File: src/rtl/srm_pkg.sv
package srm_pkg;
  localparam int PKT_W   = 16;
  localparam int N_PKT   = 4;
  localparam int XFER_W  = PKT_W * N_PKT;
  localparam int DEV_W   = 6;
  localparam int ADDR_W  = 12;
  localparam int DATA_W  = 16;
  localparam int FRAME_W = 8;

  typedef enum logic [3:0] {
    OPC_WRITE = 4'b0001,
    OPC_READ  = 4'b0010
  } srm_opc_e;

  // Request packet: opcode, broadcast, device, zero fill (MSB first on the wire)
  function automatic logic [PKT_W-1:0] pack_req(input logic rd, input logic bc,
                                                input logic [DEV_W-1:0] dev);
    srm_opc_e opc;
    opc = rd ? OPC_READ : OPC_WRITE;
    return {opc, bc, dev, {(PKT_W-4-1-DEV_W){1'b0}}};
  endfunction
endpackage

File: src/rtl/srm_timebase.sv
module srm_timebase #(
  parameter int DIV       = 4,
  parameter int NBITS     = 64,
  parameter logic [7:0] FRAME_PAT = 8'b1111_0000
) (
  input  logic                     clk,
  input  logic                     rst_n,
  input  logic                     start,
  output logic                     active,
  output logic [$clog2(NBITS)-1:0] bit_idx,
  output logic                     shift_en,
  output logic                     sample_en,
  output logic                     done,
  output logic                     sck,
  output logic                     cmd
);
  localparam int HALF = DIV / 2;
  localparam int PW   = (DIV > 2) ? $clog2(DIV) : 1;
  localparam int BW   = $clog2(NBITS);

  logic          act_q, act_n;
  logic [PW-1:0] ph_q, ph_n;
  logic [BW-1:0] bit_q, bit_n;
  logic          sck_q, sck_n, cmd_q, cmd_n;
  logic [BW:0]   half_n;

  // next-state
  always_comb begin
    act_n = act_q;
    ph_n  = ph_q;
    bit_n = bit_q;
    done  = 1'b0;
    if (!act_q) begin
      if (start) begin
        act_n = 1'b1;
        ph_n  = '0;
        bit_n = '0;
      end
    end else if (ph_q == PW'(DIV - 1)) begin
      ph_n = '0;
      if (bit_q == BW'(NBITS - 1)) begin
        act_n = 1'b0;
        done  = 1'b1;
      end else begin
        bit_n = bit_q + 1'b1;
      end
    end else begin
      ph_n = ph_q + 1'b1;
    end
  end

  // pin values decoded from the next state, so the pins are flops
  always_comb begin
    half_n = {bit_n, (ph_n >= PW'(HALF))};
    sck_n  = act_n && (ph_n < PW'(HALF));
    cmd_n  = act_n && (half_n < (BW+1)'(8)) && FRAME_PAT[3'd7 - half_n[2:0]];
  end

  always_ff @(posedge clk or negedge rst_n) begin
    if (!rst_n) begin
      act_q <= 1'b0;
      ph_q  <= '0;
      bit_q <= '0;
      sck_q <= 1'b0;
      cmd_q <= 1'b0;
    end else begin
      act_q <= act_n;
      ph_q  <= ph_n;
      bit_q <= bit_n;
      sck_q <= sck_n;
      cmd_q <= cmd_n;
    end
  end

  assign active    = act_q;
  assign bit_idx   = bit_q;
  assign shift_en  = act_q && (ph_q == PW'(DIV - 1));
  assign sample_en = act_q && (ph_q == PW'(HALF - 1));
  assign sck       = sck_q;
  assign cmd       = cmd_q;

  a_r3_idle_clk_low: assert property (@(posedge clk) disable iff (!rst_n)
    !act_q |-> !sck_q);
  a_r3_clk_low_after_done: assert property (@(posedge clk) disable iff (!rst_n)
    done |=> !sck_q);
  a_r4_cmd_outside_frame: assert property (@(posedge clk) disable iff (!rst_n)
    (!act_q || bit_q >= BW'(2)) |-> !cmd_q);
  a_r3_clk_high_at_bit_start: assert property (@(posedge clk) disable iff (!rst_n)
    (act_q && ph_q == '0) |-> sck_q);
endmodule

File: src/rtl/srm_shifter.sv
module srm_shifter #(
  parameter int NBITS = 64,
  parameter int CAP_W = 16
) (
  input  logic             clk,
  input  logic             rst_n,
  input  logic             load,
  input  logic [NBITS-1:0] load_word,
  input  logic             shift_en,
  input  logic             cap_en,
  input  logic             sin,
  output logic             sout,
  output logic [CAP_W-1:0] cap_word
);
  logic [NBITS-1:0] sh_q, sh_n;
  logic [CAP_W-1:0] cap_q, cap_n;

  always_comb begin
    sh_n  = sh_q;
    cap_n = cap_q;
    if (load)          sh_n = load_word;
    else if (shift_en) sh_n = {sh_q[NBITS-2:0], 1'b0};
    if (cap_en)        cap_n = {cap_q[CAP_W-2:0], sin};
  end

  always_ff @(posedge clk or negedge rst_n) begin
    if (!rst_n) begin
      sh_q  <= '0;
      cap_q <= '0;
    end else begin
      sh_q  <= sh_n;
      cap_q <= cap_n;
    end
  end

  assign sout     = sh_q[NBITS-1];
  assign cap_word = cap_q;
endmodule

File: src/rtl/ser_reg_master.sv
module ser_reg_master
  import srm_pkg::*;
#(
  parameter int DIV = 4,
  parameter logic [7:0] FRAME_PAT = 8'b1111_0000
) (
  input  logic              clk,
  input  logic              rst_n,
  input  logic              req_valid,
  input  logic              req_read,
  input  logic              req_bcast,
  input  logic [DEV_W-1:0]  req_dev,
  input  logic [ADDR_W-1:0] req_addr,
  input  logic [DATA_W-1:0] req_wdata,
  output logic              req_ack,
  output logic              busy,
  output logic [DATA_W-1:0] rd_data,
  output logic              srl_clk,
  output logic              srl_cmd,
  output logic              srl_dout,
  output logic              srl_oe,
  input  logic              srl_din
);
  localparam int BW      = $clog2(XFER_W);
  localparam int RD_FROM = (N_PKT - 1) * PKT_W;

  logic              start, active, shift_en, sample_en, done, sout, in_rd_pkt;
  logic [BW-1:0]     bit_idx;
  logic [XFER_W-1:0] load_word;
  logic [DATA_W-1:0] cap_word;
  logic              is_rd_q, is_rd_n, ack_q;
  logic [DATA_W-1:0] rd_q, rd_n;

  assign start = req_valid && !active;

  always_comb begin
    load_word = {pack_req(req_read, req_bcast, req_dev),
                 PKT_W'(req_addr),
                 req_read ? {PKT_W{1'b0}} : PKT_W'(req_wdata),
                 {PKT_W{1'b0}}};
  end

  srm_timebase #(.DIV(DIV), .NBITS(XFER_W), .FRAME_PAT(FRAME_PAT)) u_tb (
    .clk(clk), .rst_n(rst_n), .start(start), .active(active), .bit_idx(bit_idx),
    .shift_en(shift_en), .sample_en(sample_en), .done(done),
    .sck(srl_clk), .cmd(srl_cmd));

  assign in_rd_pkt = is_rd_q && (bit_idx >= BW'(RD_FROM));

  srm_shifter #(.NBITS(XFER_W), .CAP_W(DATA_W)) u_sh (
    .clk(clk), .rst_n(rst_n), .load(start), .load_word(load_word),
    .shift_en(shift_en), .cap_en(sample_en && in_rd_pkt), .sin(srl_din),
    .sout(sout), .cap_word(cap_word));

  always_comb begin
    is_rd_n = start ? req_read : is_rd_q;
    rd_n    = (done && is_rd_q) ? cap_word : rd_q;
  end

  always_ff @(posedge clk or negedge rst_n) begin
    if (!rst_n) begin
      is_rd_q <= 1'b0;
      rd_q    <= '0;
      ack_q   <= 1'b0;
    end else begin
      is_rd_q <= is_rd_n;
      rd_q    <= rd_n;
      ack_q   <= done;
    end
  end

  assign srl_oe   = active && !in_rd_pkt;
  assign srl_dout = srl_oe && sout;
  assign busy     = active;
  assign req_ack  = ack_q;
  assign rd_data  = rd_q;

  a_r2_ack_single: assert property (@(posedge clk) disable iff (!rst_n)
    req_ack |=> !req_ack);
  a_r2_ack_not_busy: assert property (@(posedge clk) disable iff (!rst_n)
    req_ack |-> !busy);
  a_r2_start_needs_valid: assert property (@(posedge clk) disable iff (!rst_n)
    $rose(busy) |-> $past(req_valid));
  a_r9_rd_data_changes_at_ack: assert property (@(posedge clk) disable iff (!rst_n)
    !$stable(rd_data) |-> req_ack);
  a_r7_idle_released: assert property (@(posedge clk) disable iff (!rst_n)
    !busy |-> (!srl_oe && !srl_dout));
  a_r7_no_drive_when_released: assert property (@(posedge clk) disable iff (!rst_n)
    !srl_oe |-> !srl_dout);
endmodule

File: config.mk
export PLATFORM = sky130hd
export DESIGN_NAME = ser_reg_master
export DESIGN_NICKNAME = d
export VERILOG_FILES = /design/src/rtl/srm_pkg.sv /design/src/rtl/srm_timebase.sv /design/src/rtl/srm_shifter.sv /design/src/rtl/ser_reg_master.sv
export SDC_FILE = /design/constraint.sdc
export NUM_CORES = 1
export LEC_CHECK = 0
export ABC_AREA = 1
export ABC_CLOCK_PERIOD_IN_PS = 2200
export CORE_AREA = 3 3 158 83
export CTS_CLUSTER_SIZE = 16
export DETAILED_ROUTE_END_ITERATION = 12
export DIE_AREA = 0 0 161 86
export PLACE_DENSITY = 0.69
export SYNTH_ARGS = -nofsm -noshare
export SYNTH_HDL_FRONTEND = slang
export SYNTH_HIERARCHICAL = 1
export SYNTH_SLANG_ARGS = --single-unit
File: constraint.sdc
create_clock -name clk -period 2.2 [get_ports clk]
set_input_delay 0.33 -clock clk [delete_from_list [all_inputs] [get_ports clk]]
set_output_delay 0.33 -clock clk [all_outputs]
set_load 0.1 [all_outputs]
==> metrics.md <==
| Metric | Value |
|---|---|
| Status | `finished, final reports clean` |
| I/O pin count | `62` |
| CTS Sinks | `109` |
| Critical Path Max Stage Delay | `around 540 ps` |
| Top Metal Used | `met4` |
| Slew HR | `32.2%` |
| Number of global-route vias before repair | `~3,800` |
| Pin count of the biggest net entering global routing | `67` |
| Bufs on Longest Clock Path | `2` |
| CTS Root Cell | `clkbuf_16` |
| Worst setup EP type | `flip-flop` |
| Flop2flop setup slack | `approximately 280 ps` |
| Fin crit share | `between 80% and 90%` |
| Residual DRC | `0` |
| Depth of the worst register-to-register path | `6` |
| Area contributors post-synth | `dfrtp_1, nand3_1, nand2_1` |
| Max-slew violations | `0` |
| Synth warn | `6` |
| Final count of negative-setup-slack endpoints | `0` |
| Core Region | `around 12,000 sq um` |
| Worst path bufs/invs | `2` |
| Initial Util | `a little over two fifths` |
| Via count | `between 4,000 and 5,000` |
| Top cell type's share of synthesized area | `53.7%` |
| GRT Util Overall | `between 15 and 20%` |
| Final Hold Vio Count | `0` |
| Mapped cell area | `5080 sq um` |
| Seq/Total Area, Yosys | `roughly 54%` |
| Worst-path clk slew | `around 70 ps` |
| Cell taking the most area after synthesis | `dfrtp_1` |
| Post-route ant nets | `0` |
| P_leak | `3.10 nW` |
| Reg2reg start | `u_tb/ph_q[0]` |
| Met1 wire length | `around 4.8 mm` |
| H-Tree Depth | `3` |
| Setup TNS Final | `0 ps` |
| Layout cells sized above 1 | `about a tenth` |
| Rows | `28` |
| Avg Inst Size Synth | `8.25 sq um` |
| Inst Count DP | `842` |
| Die Width | `161 um` |
| Synthesized flop and latch total | `around 110` |
| Detailed Routing Iterations Pass 1 | `6` |
| RSZ-0062 raised after global routing | `no` |
| Worst Skew | `between 7 and 8 ps` |
| # resized after CTS | `0` |
| Antenna Cells | `0` |
| Most common cell after layout, fill and taps aside | `nand2_1` |
| Reg-to-Reg End | `u_sh/sh_q[34]` |
| Startpoint types | `flip-flop` |
| Largest delay share family, worst path | `buffers and inverters` |
| Met3 wire length | `approximately 440 um` |
| Data required, critical path | `roughly 2500 ps` |
| Most frequent CP cell | `nand3_1` |
| I/O Buffers | `61` |
| Iteration-0 DRC Markers | `roughly 300` |
| CP max FO | `63` |
| CTS tree | `done` |
| Die H | `86 um` |
| Max-Cap Viols | `0` |
| Worst IR Drop VDD | `0.426 mV` |
| Net count, final | `732` |
| Post-CTS setup buffer count | `0` |
| GP Congestion | `around 0.81` |
| Num CTS Buffers | `9` |
| Fin cells | `approximately 860` |
| Initial antenna violation count | `0` |
| Arrival time worst endpoint | `2200 ps` |
| First-pass GRT wire length | `17.4 mm` |
| GR Overflow Total | `0` |
| Vias per cell | `around 4.7` |
| Actual slew at the worst max-slew pin | `1010 ps` |
| Final HPWL DP | `between 6 and 7 mm` |
| Most frequent cells in the layout | `nand2_1, nand3_1, dfrtp_1, inv_1, clkdlybuf4s50_1` |
| Library cells used by synthesis | `22` |
| Synth-to-layout area growth | `20.8%` |
| Critical path's slowest cell | `buf_4` |
| Area of the die | `between 10,000 and 15,000 sq um` |
| Hold-fix buffer count after cts | `1` |
| Cell Pwr Density | `between 1000 and 1500 nW/um^2` |
| WL/cell | `11.5 um` |
| Crit path cell chain | `ha_1 > nand2_1 > inv_2 > buf_4 > nand3_1 > nand3_1` |
| Max Fclk | `between 500 and 600 MHz` |
| DRT Wirelength | `between 9 and 10 mm` |
| Final min period | `about 1900 ps` |
| Worst setup path category | `reg2reg` |
| Mapped Cells | `approximately 620` |
| Hold Crit Class | `in2async` |
| Met2 wire len | `around 4.6 mm` |
| Clk_lat worst skew | `~350 ps` |
[routing by layer]
| layer | vias up | track usage, % |
|---|---|---|
| met1 | 1857 | 20.0 |
| met4 | 0 | 4.76 |
| li1 | 2071 | - |
| met5 | - | 0 |
| met2 | 86 | 25.1 |
| met3 | 5 | 3.91 |
[flip-flops by register name, indices dropped and copies added (netlist names)]
name / flops
req_ack: 1
u_sh/cap_word: 16
u_tb/ph_q: 2
u_tb/sck: 1
u_tb/cmd: 1
u_tb/bit_idx: 6
rd_data: 16
u_sh/sh_q: 64
is_rd_q: 1
u_tb/active: 1
[synth_stat cells]
cell type    n
buf_6       11
inv_1       46
dfrtp_1    109
nand2_1    196
buf_2       12
clkbuf_1     6
nor2_1      32
o31ai_1      1
nand2_2      8
nand3_1    149
nand3_2      3
inv_2        3
buf_1        5
conb_1       1
ha_1         3
buf_4        3
nor2_2       2
nand2_8      1
o22ai_1      1
o21ai_0     11
nor2_4       5
a21oi_1      8
[cells by family (layout without fill, tap and decap cells)]
family          Yosys count  count (layout)  synth area share [%]
simple gates            396             396                  34.9
flops                   109             109                  53.7
buf+inv                  86             138                  8.50
compound gates           21              21                  2.14
fa+ha+maj                 3               3                 0.739
other cells               1              27                0.0738
[worst reg2reg max path: cells and delay by family (launching register included)]
kind,cells,cell delay [ps]
simple gates,3,460
flops,1,410
fa+ha+maj,1,290
buf+inv,2,680
[worst max-delay path by stage]
stage	from	to	slack, ps	cells after the start
final	u_tb/ph_q[0]	u_sh/sh_q[34]	280	6
after global routing	u_tb/ph_q[0]	u_sh/sh_q[16]	90	6
after CTS	u_tb/ph_q[0]	u_sh/sh_q[34]	300	6
after detailed placement	req_valid	u_sh/sh_q[34]	70	6
after global placement	req_valid	u_sh/sh_q[34]	80	6
after floorplan	u_tb/active	srl_oe	40	2
[metrics by stage]
stage	hold WS, ps	cell area [sq um]	util (%)	power, mW	setup slack (ps)
after floorplan	34.4	5180	-	4.51	39.8
after global placement	245	5840	49.6	4.90	84.7
after detailed placement	247	5840	49.6	4.97	75.0
after CTS	411	6140	52.1	6.56	304
after global routing	412	6140	52.1	6.96	91.5
final	418	6140	52.1	6.47	283
[final cells by class]
type	count	area (sq um)
fillers	1141	5630
flip-flops and latches	109	2730
repair buffers	73	708
clock buffers	10	239
multi-input cells	447	2030
well taps	165	206
clock inverters	6	46.3
inverters	49	184
[where the power goes]
part	internal, mW	switching [mW]	total (mW)
clock network	0.807	0.735	1.54
logic	0.684	1.23	1.91
registers	2.63	0.382	3.01
total	4.12	2.34	6.47
Note: power is estimated with default switching activity, not from simulation.
